### config.mk
export PLATFORM = sky130hd
export DESIGN_NAME = irRxCtrl
export DESIGN_NICKNAME = d
export VERILOG_FILES = /design/src/rtl/irRxPkg.sv /design/src/rtl/irRxControl.sv /design/src/rtl/irRxDatapath.sv /design/src/rtl/irRxCtrl.sv
export SDC_FILE = /design/constraint.sdc
export NUM_CORES = 1
export LEC_CHECK = 0
export BUFFER_PORTS_ARGS = -buffer_cell sky130_fd_sc_hd__buf_2
export CORE_ASPECT_RATIO = 0.6
export CORE_MARGIN = 1.5
export CORE_UTILIZATION = 65
export DETAILED_ROUTE_END_ITERATION = 8
export PLACE_DENSITY_LB_ADDON = 0.1
export SETUP_SLACK_MARGIN = 0.3
export SYNTH_ARGS = -nofsm -noshare
export SYNTH_HDL_FRONTEND = slang
export SYNTH_HIERARCHICAL = 1
export SYNTH_SLANG_ARGS = --single-unit
### constraint.sdc
create_clock -name clk -period 10.4 [get_ports clk]
set_clock_uncertainty 0.1 [all_clocks]
set_input_delay 1.04 -clock clk [delete_from_list [all_inputs] [get_ports clk]]
set_output_delay 1.04 -clock clk [all_outputs]
set_load 0.02 [all_outputs]
### src/rtl/irRxPkg.sv
package irRxPkg;
  localparam int DATA_W    = 32;
  localparam int ADDR_W    = 8;
  localparam int NUM_FLAGS = 3;

  localparam logic [ADDR_W-1:0] OFS_CTL    = 8'h00;
  localparam logic [ADDR_W-1:0] OFS_RXCFG  = 8'h10;
  localparam logic [ADDR_W-1:0] OFS_FIFO   = 8'h20;
  localparam logic [ADDR_W-1:0] OFS_INTEN  = 8'h2C;
  localparam logic [ADDR_W-1:0] OFS_STAT   = 8'h30;
  localparam logic [ADDR_W-1:0] OFS_SAMPLE = 8'h34;

  // flag vector index -> status/enable bit position
  localparam int BIT_OVF   = 0;
  localparam int BIT_PEND  = 1;
  localparam int BIT_AVAIL = 4;
  localparam int CNT_LSB   = 8;

  typedef enum logic [2:0] {
    SEL_NONE, SEL_CTL, SEL_RXCFG, SEL_FIFO,
    SEL_INTEN, SEL_STAT, SEL_SAMPLE, SEL_ZERO
  } rdSel_e;

  typedef struct packed {
    logic   push;
    logic   pop;
    logic   wrCtl;
    logic   wrRxCfg;
    logic   wrIntEn;
    logic   wrSample;
    rdSel_e rdSel;
  } strobe_t;

  function automatic int flagPos(input int idx);
    case (idx)
      0:       return BIT_OVF;
      1:       return BIT_PEND;
      default: return BIT_AVAIL;
    endcase
  endfunction
endpackage

### src/rtl/irRxControl.sv
module irRxControl
  import irRxPkg::*;
#(
  parameter int DEPTH = 64,
  localparam int PTR_W = $clog2(DEPTH),
  localparam int CNT_W = PTR_W + 1
) (
  input  logic                 clk,
  input  logic                 rstN,
  input  logic                 wrEn,
  input  logic                 rdEn,
  input  logic [ADDR_W-1:0]    addr,
  input  logic [DATA_W-1:0]    wrData,
  input  logic                 pushValid,
  input  logic                 packetEnd,
  input  logic                 fifoFull,
  input  logic                 fifoEmpty,
  input  logic [CNT_W-1:0]     fillCount,
  input  logic [PTR_W-1:0]     trigLevel,
  input  logic [NUM_FLAGS-1:0] intEn,
  output strobe_t              strobe,
  output logic [NUM_FLAGS-1:0] flags,
  output logic                 irqOut
);
  logic                 popReq;
  logic                 clrHit;
  logic [NUM_FLAGS-1:0] flagSet;
  logic [NUM_FLAGS-1:0] flagClr;
  logic                 unusedCtl;

  assign unusedCtl = ^wrData;

  always_comb begin
    popReq          = rdEn && (addr == OFS_FIFO);
    strobe.pop      = popReq && !fifoEmpty;
    strobe.push     = pushValid && (!fifoFull || strobe.pop);
    strobe.wrCtl    = wrEn && (addr == OFS_CTL);
    strobe.wrRxCfg  = wrEn && (addr == OFS_RXCFG);
    strobe.wrIntEn  = wrEn && (addr == OFS_INTEN);
    strobe.wrSample = wrEn && (addr == OFS_SAMPLE);
    if (!rdEn) begin
      strobe.rdSel = SEL_NONE;
    end else begin
      case (addr)
        OFS_CTL:    strobe.rdSel = SEL_CTL;
        OFS_RXCFG:  strobe.rdSel = SEL_RXCFG;
        OFS_FIFO:   strobe.rdSel = SEL_FIFO;
        OFS_INTEN:  strobe.rdSel = SEL_INTEN;
        OFS_STAT:   strobe.rdSel = SEL_STAT;
        OFS_SAMPLE: strobe.rdSel = SEL_SAMPLE;
        default:    strobe.rdSel = SEL_ZERO;
      endcase
    end
  end

  assign clrHit     = wrEn && (addr == OFS_STAT);
  assign flagSet[0] = pushValid && fifoFull && !strobe.pop;
  assign flagSet[1] = packetEnd;
  assign flagSet[2] = {1'b0, trigLevel} < fillCount;

  for (genvar g = 0; g < NUM_FLAGS; g++) begin : gFlag
    assign flagClr[g] = clrHit && wrData[flagPos(g)];
    always_ff @(posedge clk or negedge rstN) begin
      if (!rstN) flags[g] <= 1'b0;
      else       flags[g] <= flagSet[g] | (flags[g] & ~flagClr[g]);
    end
  end

  assign irqOut = |(flags & intEn);
endmodule

### src/rtl/irRxDatapath.sv
module irRxDatapath
  import irRxPkg::*;
#(
  parameter int DEPTH = 64,
  localparam int PTR_W = $clog2(DEPTH),
  localparam int CNT_W = PTR_W + 1
) (
  input  logic                 clk,
  input  logic                 rstN,
  input  strobe_t              strobe,
  input  logic [DATA_W-1:0]    wrData,
  input  logic [7:0]           pushData,
  input  logic [NUM_FLAGS-1:0] flags,
  output logic                 globalEn,
  output logic                 rxEn,
  output logic [1:0]           modeSel,
  output logic                 polInvert,
  output logic [5:0]           noiseThr,
  output logic [7:0]           idleThr,
  output logic [NUM_FLAGS-1:0] intEn,
  output logic [PTR_W-1:0]     trigLevel,
  output logic [CNT_W-1:0]     fillCount,
  output logic                 fifoFull,
  output logic                 fifoEmpty,
  output logic [DATA_W-1:0]    rdData
);
  localparam logic [PTR_W-1:0] LAST_IDX = PTR_W'(DEPTH - 1);
  localparam logic [CNT_W-1:0] FULL_CNT = CNT_W'(DEPTH);

  logic [7:0]        mem [DEPTH];
  logic [PTR_W-1:0]  wrPtr;
  logic [PTR_W-1:0]  rdPtr;
  logic [DATA_W-1:0] rdNext;
  logic              unusedData;

  assign unusedData = ^wrData;
  assign fifoFull   = (fillCount == FULL_CNT);
  assign fifoEmpty  = (fillCount == '0);

  always_ff @(posedge clk) begin
    if (strobe.push) mem[wrPtr] <= pushData;
  end

  always_ff @(posedge clk or negedge rstN) begin
    if (!rstN) begin
      wrPtr     <= '0;
      rdPtr     <= '0;
      fillCount <= '0;
    end else begin
      if (strobe.push) wrPtr <= (wrPtr == LAST_IDX) ? '0 : wrPtr + 1'b1;
      if (strobe.pop)  rdPtr <= (rdPtr == LAST_IDX) ? '0 : rdPtr + 1'b1;
      case ({strobe.push, strobe.pop})
        2'b10:   fillCount <= fillCount + 1'b1;
        2'b01:   fillCount <= fillCount - 1'b1;
        default: fillCount <= fillCount;
      endcase
    end
  end

  always_ff @(posedge clk or negedge rstN) begin
    if (!rstN) begin
      globalEn  <= 1'b0;
      rxEn      <= 1'b0;
      modeSel   <= '0;
      polInvert <= 1'b0;
      noiseThr  <= '0;
      idleThr   <= '0;
      intEn     <= '0;
      trigLevel <= '0;
    end else begin
      if (strobe.wrCtl) begin
        globalEn <= wrData[0];
        rxEn     <= wrData[1];
        modeSel  <= wrData[5:4];
      end
      if (strobe.wrRxCfg) polInvert <= wrData[2];
      if (strobe.wrIntEn) begin
        intEn     <= {wrData[BIT_AVAIL], wrData[BIT_PEND], wrData[BIT_OVF]};
        trigLevel <= wrData[CNT_LSB +: PTR_W];
      end
      if (strobe.wrSample) begin
        noiseThr <= wrData[7:2];
        idleThr  <= wrData[15:8];
      end
    end
  end

  always_comb begin
    rdNext = '0;
    case (strobe.rdSel)
      SEL_CTL: begin
        rdNext[0]   = globalEn;
        rdNext[1]   = rxEn;
        rdNext[5:4] = modeSel;
      end
      SEL_RXCFG: rdNext[2] = polInvert;
      SEL_FIFO:  rdNext[7:0] = fifoEmpty ? 8'h00 : mem[rdPtr];
      SEL_INTEN: begin
        rdNext[BIT_OVF]            = intEn[0];
        rdNext[BIT_PEND]           = intEn[1];
        rdNext[BIT_AVAIL]          = intEn[2];
        rdNext[CNT_LSB +: PTR_W]   = trigLevel;
      end
      SEL_STAT: begin
        rdNext[BIT_OVF]            = flags[0];
        rdNext[BIT_PEND]           = flags[1];
        rdNext[BIT_AVAIL]          = flags[2];
        rdNext[CNT_LSB +: CNT_W]   = fillCount;
      end
      SEL_SAMPLE: begin
        rdNext[7:2]  = noiseThr;
        rdNext[15:8] = idleThr;
      end
      default: rdNext = '0;
    endcase
  end

  always_ff @(posedge clk or negedge rstN) begin
    if (!rstN)                          rdData <= '0;
    else if (strobe.rdSel != SEL_NONE)  rdData <= rdNext;
  end
endmodule

### src/rtl/irRxCtrl.sv
module irRxCtrl
  import irRxPkg::*;
#(
  parameter int DEPTH = 64,
  localparam int PTR_W = $clog2(DEPTH),
  localparam int CNT_W = PTR_W + 1
) (
  input  logic        clk,
  input  logic        rstN,
  input  logic        wrEn,
  input  logic        rdEn,
  input  logic [7:0]  addr,
  input  logic [31:0] wrData,
  output logic [31:0] rdData,
  input  logic        pushValid,
  input  logic [7:0]  pushData,
  input  logic        packetEnd,
  output logic        irqOut,
  output logic        globalEn,
  output logic        rxEn,
  output logic [1:0]  modeSel,
  output logic        polInvert,
  output logic [5:0]  noiseThr,
  output logic [7:0]  idleThr
);
  strobe_t              strobe;
  logic [NUM_FLAGS-1:0] flags;
  logic [NUM_FLAGS-1:0] intEn;
  logic [PTR_W-1:0]     trigLevel;
  logic [CNT_W-1:0]     fillCount;
  logic                 fifoFull;
  logic                 fifoEmpty;

  irRxControl #(.DEPTH(DEPTH)) i_control (
    .clk(clk), .rstN(rstN), .wrEn(wrEn), .rdEn(rdEn), .addr(addr),
    .wrData(wrData), .pushValid(pushValid), .packetEnd(packetEnd),
    .fifoFull(fifoFull), .fifoEmpty(fifoEmpty), .fillCount(fillCount),
    .trigLevel(trigLevel), .intEn(intEn), .strobe(strobe),
    .flags(flags), .irqOut(irqOut)
  );

  irRxDatapath #(.DEPTH(DEPTH)) i_datapath (
    .clk(clk), .rstN(rstN), .strobe(strobe), .wrData(wrData),
    .pushData(pushData), .flags(flags), .globalEn(globalEn),
    .rxEn(rxEn), .modeSel(modeSel), .polInvert(polInvert),
    .noiseThr(noiseThr), .idleThr(idleThr), .intEn(intEn),
    .trigLevel(trigLevel), .fillCount(fillCount), .fifoFull(fifoFull),
    .fifoEmpty(fifoEmpty), .rdData(rdData)
  );
endmodule

Word level (Yosys, flattened, before mapping)
Memory sizes are Yosys's and may differ from the RTL's.
Index checks and enable logic that the tools add are counted.

word-level totals
  bits in read-only memories = 0
  memories = 1
  bits in writable memories = 512
  register bits after elaboration = 66
  bits in latches = 0
  word-level logic and storage cells = 86

memory list
  name            depth  width  read ports  clocked after memory_dff  wr ports  RTL line            source
  i_datapath.mem  64     8      1           0                         1         irRxDatapath.sv:30  logic [7:0] mem [DEPTH];

cells by class
  div/mod/pow operators = 0
  muxes and demuxes = 17
  equal/unequal tests = 16
  reductions and logical operators = 22
  order comparisons = 1
  multipliers = 0
  bitwise logic cells = 10
  $add $sub $neg = 4
  shift-type cells = 0

operators by type and width
  kind                                                                   count
  8-bit by 6-bit equality test with 1-bit output, second input constant  4
  3-bit one-hot mux with 6 select lines                                  1
  6-bit one-hot mux with 3 select lines                                  1
  7-bit one-hot mux with 2 select lines                                  1
  1-bit logical AND                                                      13
  6-bit by 1-bit adder with 6-bit output, second input constant          2
  6-bit equality test, second input constant                             2
  6-bit two-way mux                                                      2
  3-bit equality test, second input constant                             3
  8-bit by 5-bit equality test with 1-bit output, second input constant  1
  8-bit logical NOT                                                      1
  8-bit two-way mux                                                      1
  2-bit one-hot mux with 4 select lines                                  1
  7-bit by 1-bit adder with 7-bit output, second input constant          1
  7-bit equality test, second input constant                             1
  7-bit logical NOT                                                      1
  6-bit by 7-bit less-than comparator with 1-bit output                  1
  7-bit by 1-bit subtractor with 7-bit output, second input constant     1
  3-bit by 2-bit equality test with 1-bit output, second input constant  2
  1-bit one-hot mux with 3 select lines                                  2
  1-bit one-hot mux with 5 select lines                                  1
  1-bit one-hot mux with 2 select lines                                  2
  2-bit one-hot mux with 2 select lines                                  1
  1-bit bitwise AND                                                      3
  13 further kinds                                                       21

Longest topological paths before layout
Gate-level depths: netlist of run 1.

  depth after elaboration = 7
  mapped depth = 14
  gate-level depth less buffers = 14

Cells and area by module
Netlist of run 1, hierarchy kept.

modules (own cells, without submodules)
  module        area an instance (sq um)  times used  cells an instance
  irRxDatapath  23120.9                   1           1222
  irRxControl   459.2                     1           60

Worst setup path after synthesis of run 1
OpenSTA, ideal clock, no wires.

  kind = input -> register
  start = in addr[1]
  end = reg i_datapath.fillCount[6]
  path buffers = 0
  data required time = 10.221 ns
  stages = 13
  library setup time = 0.079 ns
  path slack = 6.455 ns
  arrival time = 3.766 ns
  path through = or4_4 nor3_4 nand4b_2 a21boi_1 inv_1 ha_1 ha_1 nor2b_1 o21ai_1 a21boi_1 or4_1 nand3_1 xor2_1

RTL lines
  what                  RTL line            source
  start, declared       irRxCtrl.sv:12      input logic [7:0] addr,
  end signal, assigned  irRxDatapath.sv:53  2'b10: fillCount <= fillCount + 1'b1;
  end signal, assigned  irRxDatapath.sv:54  2'b01: fillCount <= fillCount - 1'b1;
  end signal, assigned  irRxDatapath.sv:55  default: fillCount <= fillCount;
  end, declared         irRxDatapath.sv:22  output logic [CNT_W-1:0] fillCount,

==> results.sh, run 1 <==
export IMPL_first_pass_iters=5
export IMPL_hpwl_um=33400
export IMPL_max_cap_viol_count=0
export IMPL_top_layer="met4"
export IMPL_fin_tns_setup_ps=0
export IMPL_clockBufferDepth=3
export IMPL_ys_top_cells_by_area="edfxtp_1, mux4_2, dfrtp_1, mux2i_1, mux2_2"
export IMPL_grt_use_total=0.289
export IMPL_via_per_inst=6.73
export IMPL_synth_edf_count=512
export IMPL_drtIter0Drc=1766
export IMPL_wl_met2_um=22100
export IMPL_cp_max_fo=11
export IMPL_num_vias=12500
export IMPL_die_height_um=151
export IMPL_maxSlewHeadroom=0.124
export IMPL_diodes=0
export IMPL_dieArea_sq_um=37500
export IMPL_r2r_slack_ps=5720
export IMPL_leakagePower_uw=0.00844
export IMPL_cts_tree="built"
export IMPL_slowest_delay_ps=950
export IMPL_final_max_slew_violation_count=0
export IMPL_grt_pass1_vias=12000
export IMPL_htreeDepth=2
export IMPL_rsz0062_at_grt="no"
export IMPL_async_flop_share=0.114
export IMPL_overflow=0
export IMPL_syn_area_sq_um=23600
export IMPL_ys_ff_latch=578
export IMPL_ys_types=58
export IMPL_hold_buffers=0
export IMPL_final_nets=1418
export IMPL_worst_path_stages=9
export IMPL_fin_cells=1857
export IMPL_timing_final_crit_share=0.499
export IMPL_layout_min_cycle_time_ps=5190
export IMPL_crit_required_ps=10490
export IMPL_clk_pin_slew_worst_paths_ps=70
export IMPL_syn_inst=1282
export IMPL_place_gp_congestion=0.957
export IMPL_start_util=0.667
export IMPL_cts_buffers_inserted=49
export IMPL_crit_path_start_kind="input pin"
export IMPL_root_buffer="clkbuf_16"
export IMPL_ys_top_cells_by_count="edfxtp_1, mux4_2, nor2_1"
export IMPL_synth_ff_type="edfxtp_1"
export IMPL_slowest_stage="a21boi_1"
export IMPL_fin_util=0.729
export IMPL_grt_pass1_wl_um=78200
export IMPL_ios=106
export IMPL_drt_met1_wl_um=23100
export IMPL_rows=53
export IMPL_reg2reg_depth=8
export IMPL_drc=0
export IMPL_wl_per_cell_um=28.4
export IMPL_seq_area_frac_synth=0.722
export IMPL_synth_avg_cell_area_sq_um=18.4
export IMPL_status="completed"
export IMPL_placed_cell_area_sq_um=24200
export IMPL_numClockSinks=578
export IMPL_yosysMostFrequentCell="edfxtp_1"
export IMPL_cts_resized_gates=0
export IMPL_ant_nets=0
export IMPL_cp_cell_sequence="buf_2 -> or4_4 -> nor3_4 -> nand4b_2 -> a21boi_1 -> inv_1 -> nor2_1 -> nand3_1 -> nor2_1"
export IMPL_crit_top_cell="nor2_1"
export IMPL_cellPowerDensity_nw_per_um2=193
export IMPL_synth_warnings=6
export IMPL_drive_gt1_frac=0.235
export IMPL_clk_latency_ps=580
export IMPL_cts_setup_buffers=0
export IMPL_regArea_sq_um=17000
export IMPL_n_fill_cell=2088
export IMPL_worst_path_buf_inv=2
export IMPL_io_buffers=73
export IMPL_hold_violations=0
export IMPL_met3_length_um=6500
export IMPL_die_width_um=249
export IMPL_design_area_sq_um=25800
export IMPL_tightest_slew_ps=1310
export IMPL_design_core_area_sq_um=35300
export IMPL_yosysTopAreaCell="edfxtp_1"
export IMPL_area_growth_pct=9.31
export IMPL_dp_cells=1766
export IMPL_holdCritPathClass="register to register"
export IMPL_cp_arrival_ps=5280
export IMPL_multi_input_comb_area_sq_um=6020
export IMPL_fin_ws_ps=5210
export IMPL_antenna_found_initial=0
export IMPL_ir_drop_mv=0.227
export IMPL_dp_slack_ps=4860
export IMPL_grt_max_degree=67
export IMPL_max_freq_ghz=0.193
export IMPL_whs_path_depth=2
export IMPL_critPathCaptureType="register"
export IMPL_synth_top_area_frac=0.652
export IMPL_cp_top_family="simple AND/OR/NAND/NOR gates"
export IMPL_setup_violations=0
export IMPL_critPathKind="input pin to register"
export IMPL_wl_um=52700
## final timing paths
path / start / to
max: addr[1] / i_datapath/mem[38][3]
min: i_datapath/rdData[15] / i_datapath/rdData[15]
max reg2reg: i_datapath/fillCount[3] / i_datapath/mem[38][3]
min reg2reg: i_datapath/rdData[15] / i_datapath/rdData[15]
max in group asynchronous: rstN / i_datapath/rdPtr[2]
min in group asynchronous: rstN / i_datapath/trigLevel[4]
## cell families after synthesis
| group | after synthesis | share of synthesized area |
|---|---|---|
| other | 1 | 0.000159 |
| xor gates and xnor gates | 11 | 0.00409 |
| adders and majority gates | 14 | 0.00775 |
| buffers and inverters | 106 | 0.0252 |
| muxes | 212 | 0.157 |
| and+or+nand+nor | 225 | 0.0462 |
| DFF | 578 | 0.722 |
| AOI/OAI and AO/OA | 135 | 0.0376 |
## where the power goes
part	internal [uW]	switching [uW]
Combinational	161	285
Sequential	2630	90.6
Clock	1010	803
## flip-flops by register name, summed over array words and instances, names as in the netlist
name and flops:
i_datapath/idleThr 8, i_datapath/rxEn 1, i_datapath/noiseThr 6, i_control/flags 3, i_datapath/globalEn 1, i_datapath/mem 512
i_datapath/rdPtr 6, i_datapath/trigLevel 6, i_datapath/rdData 16, i_datapath/intEn 3, i_datapath/polInvert 1, i_datapath/fillCount 7
i_datapath/wrPtr 6, i_datapath/modeSel 2
## worst register-to-register path, cell delays in order, from the launching register on
cell,delay (ps)
dfrtp_1,460
or4_1,180
nor4_2,80
nand4b_2,260
a21boi_1,950
inv_1,390
nor2_1,470
nand3_1,460
nor2_1,930
## layout by cell type (no fill, tap or decap), types with 19 or more instances in the layout
cell       count
nand3_1       20
o21ai_0       19
nand2_1       50
mux2i_1       56
mux2_2        33
buf_2         73
nor2b_1       20
a21oi_1       25
edfxtp_1     512
dfrtp_1       63
nor2_1        85
mux4_2       123
clkbuf_16     51
inv_1         19
a22oi_1       20
## stage by stage
step / power [uW] / hold slack (ps)
6_report: 4970 / 432
5_1_grt: 5130 / 459
4_1_cts: 4980 / 440
3_5_place_dp: 3200 / 423
3_3_place_gp: 3180 / 412
2_1_floorplan: 3040 / 367
## per-layer routing
metal,vias up,GRT usage
met5,-,0
met4,0,0.0672
met3,74,0.0852
met2,730,0.393
met1,6452,0.464
li1,5245,-
## area by class of cell
type                            instances  area share
Multi-Input combinational cell        613       0.234
Clock inverter                         22     0.00714
Clock buffer                           69      0.0541
Inverter                               20     0.00291
Tap cell                              467      0.0227
Timing Repair Buffer                   88      0.0185
Sequential cell                       578       0.661
Power figures use the tool's default switching activity.
==> run 2, diff against run 1 <==
ABC_AREA = 1   (was default)
CORE_UTILIZATION = 56   (was 65)
clock period = 4.45 ns   (was 10.4 ns; I/O delays follow)
==> run 2 against run 1 <==
Net effect: synthesized area grew 7.4%; cell area grew 8.0%; final cell count grew 68%; synthesized cell count grew 89%; power grew to 2.5 times the previous value; largest cell class unchanged; utilization shrank 11 points; via count grew 37%.
==> results.sh, run 2 <==
export IMPL_status="completed"
export IMPL_hpwl_um=38000
export IMPL_yosys_area_share_adder=0.00722
export IMPL_final_nets=2545
export IMPL_place_gp_congestion=0.941
export IMPL_drtIter0Drc=2123
export IMPL_slowest_stage="dfrtp_1"
export IMPL_worst_path_buf_inv=3
export IMPL_synth_ff_type="edfxtp_1"
export IMPL_synth_top_family_by_area="simple AND/OR/NAND/NOR gates"
export IMPL_seq_area_frac_synth=0.673
export IMPL_ios=106
export IMPL_cp_cell_sequence="nor4_1 -> nand3_1 -> nor2_1 -> nor2_1 -> nand3_1 -> a21boi_1 -> inv_1 -> ha_1 -> inv_1 -> fa_1 -> inv_1 -> nand3_1 -> nand2_1 -> nand2_1 -> nand2_1 -> a21oi_1 -> nand2_1 -> nand2_1 -> nor2_1 -> xor2_1"
export IMPL_synth_top_area_frac=0.607
export IMPL_final_cell_mix="nand2_1, edfxtp_1, nand3_1"
export IMPL_hold_buffers=14
export IMPL_via_per_inst=5.51
export IMPL_synthMuxAreaShare=0.00756
export IMPL_critPathKind="register to register"
export IMPL_hold_violations=0
export IMPL_async_flop_share=0.114
export IMPL_timing_final_crit_share=0.850
export IMPL_rows=60
export IMPL_crit_required_ps=4850
export IMPL_min_from="wrData[4]"
export IMPL_antenna_found_initial=1
export IMPL_cp_top_family="simple AND/OR/NAND/NOR gates"
export IMPL_crit_path_start_kind="register"
export IMPL_ys_top_cells_by_count="nand2_1, edfxtp_1, nand3_1"
export IMPL_synth_simple_area_share=0.226
export IMPL_layout_min_cycle_time_ps=3780
export IMPL_num_vias=17100
export IMPL_htreeDepth=2
export IMPL_dp_cells=2996
export IMPL_first_pass_iters=6
export IMPL_startpoint="i_datapath/fillCount[3]"
export IMPL_dieArea_sq_um=46500
export IMPL_leakagePower_uw=0.0114
export IMPL_io_buffers=73
export IMPL_numClockSinks=578
export IMPL_grt_use_total=0.271
export IMPL_max_cap_viol_count=0
export IMPL_tightest_slew_ps=1160
export IMPL_ys_types=45
export IMPL_cts_resized_gates=0
export IMPL_wl_per_cell_um=20.0
export IMPL_synth_avg_cell_area_sq_um=10.5
export IMPL_setup_violations=0
export IMPL_fin_cells=3111
export IMPL_wl_um=62300
export IMPL_design_core_area_sq_um=44700
export IMPL_synth_xor_xnor_area_share=0.00242
export IMPL_max_freq_ghz=0.264
export IMPL_ir_drop_mv=0.445
export IMPL_cp_max_fo=6
export IMPL_synth_warnings=6
export IMPL_syn_inst=2417
export IMPL_n_fill_cell=3616
export IMPL_area_growth_pct=9.92
export IMPL_synth_compound_area_frac=0.0135
export IMPL_clockBufferDepth=3
export IMPL_drive_gt1_frac=0.0852
export IMPL_cts_buffers_inserted=53
export IMPL_syn_area_sq_um=25300
export IMPL_final_common_cell="nand2_1"
export IMPL_grt_pass1_vias=16100
export IMPL_root_buffer="clkbuf_16"
export IMPL_largest_register="i_datapath/mem"
export IMPL_critPathCaptureType="register"
export IMPL_die_width_um=277
export IMPL_largest_reg_flops=512
export IMPL_cts_tree="built"
export IMPL_ant_nets=0
export IMPL_clk_latency_ps=580
export IMPL_fin_tns_setup_ps=0
export IMPL_grt_pass1_wl_um=95600
export IMPL_ys_top_cells_by_area="edfxtp_1, nand2_1, nand3_1, dfrtp_1, inv_1"
export IMPL_overflow=0
export IMPL_r2r_start="i_datapath/fillCount[3]"
export IMPL_clk_pin_slew_worst_paths_ps=70
export IMPL_final_max_slew_violation_count=0
export IMPL_rsz0062_at_grt="no"
export IMPL_grt_max_degree=162
export IMPL_yosysTopAreaCell="edfxtp_1"
export IMPL_synth_edf_count=512
export IMPL_crit_top_cell="nand2_1"
export IMPL_holdCritPathClass="input pin to register"
export IMPL_ys_ff_latch=578
export IMPL_diodes=0
export IMPL_reg_top3="i_datapath/mem: 512 flops, i_datapath/rdData: 16 flops, i_datapath/idleThr: 8 flops"
export IMPL_slowest_delay_ps=430
export IMPL_drc=0
export IMPL_start_util=0.567
export IMPL_cp_arrival_ps=4190
export IMPL_cts_setup_buffers=0
export IMPL_maxSlewHeadroom=0.224
export IMPL_cellPowerDensity_nw_per_um2=453
export IMPL_yosysMostFrequentCell="nand2_1"
export IMPL_die_height_um=168
[run 2: cell types whose count changed after synthesis, moves of 19 or more]
cell,delta
a22oi_1,-19
buf_2,+38
clkbuf_1,-22
inv_1,+220
mux2i_1,-56
mux4_2,-123
nand2_1,+778
nand3_1,+398
nor2b_1,-20
[run 2: power by group]
| part | internal [uW] | switching, uW | leakage (uW) | total (uW) |
|---|---|---|---|---|
| logic | 456 | 1310 | 0.00509 | 1760 |
| clock network | 2590 | 1980 | 0.000847 | 4570 |
| registers | 6140 | 137 | 0.00542 | 6280 |
[run 2: metal layers]
metal  global-route usage  routed length, um  vias up
met5                    0                  0        -
met4               0.0528                959        0
met3               0.0557               5650       74
met2                0.370              25400      689
met1                0.445              30300     8234
li1                     -                  -     8134
[run 2: per-stage QoR]
| step | cell area [sq um] | util | worst slack, ps | hold WS, ps | power [uW] |
|---|---|---|---|---|---|
| final | 27800 | 0.623 | 669 | 21.0 | 12600 |
| after global routing | 27800 | 0.623 | 418 | 14.1 | 13100 |
| after CTS | 27800 | 0.623 | 814 | 5.00 | 12600 |
| after detailed placement | 25900 | 0.581 | 854 | 384 | 8100 |
| after global placement | 25900 | 0.581 | 831 | 378 | 8070 |
| after floorplan | 25400 | - | 1660 | 49.4 | 7490 |
[run 2: final timing paths]
kind,slack [ps],endpoint,cells past startpoint
min reg2reg,400,i_datapath/rdData[15],2
max reg2reg,670,i_datapath/fillCount[6],20
max,670,i_datapath/fillCount[6],20
min,20,i_datapath/modeSel[0],3
max in group asynchronous,2860,i_datapath/idleThr[3],3
min in group asynchronous,420,i_datapath/modeSel[0],2
[run 2: tightest hold or removal path, stage by stage]
cell     delay [ps]
buf_2           110
nand2_1          50
o21ai_0          60
[run 2: cell families (layout without fill, tap and decap cells)]
kind of cell / count (synthesis) / count (layout)
buffers and inverters: 377 / 467
flip-flops: 578 / 578
other: 1 / 16
multiplexers: 17 / 17
adder cells (fa/ha/maj): 14 / 14
AND/OR/NAND/NOR: 1366 / 1366
AO/OA/AOI/OAI: 57 / 57
XOR/XNOR: 7 / 7
[run 2: layout make-up]
class	count	area, sq um	area share
Sequential cell	578	17000	0.612
Multi-Input combinational cell	1477	6560	0.236
Clock buffer	71	1460	0.0523
Inverter	247	935	0.0336
Timing Repair Buffer	120	826	0.0297
Tap cell	589	737	0.0265
Clock inverter	29	277	0.00994
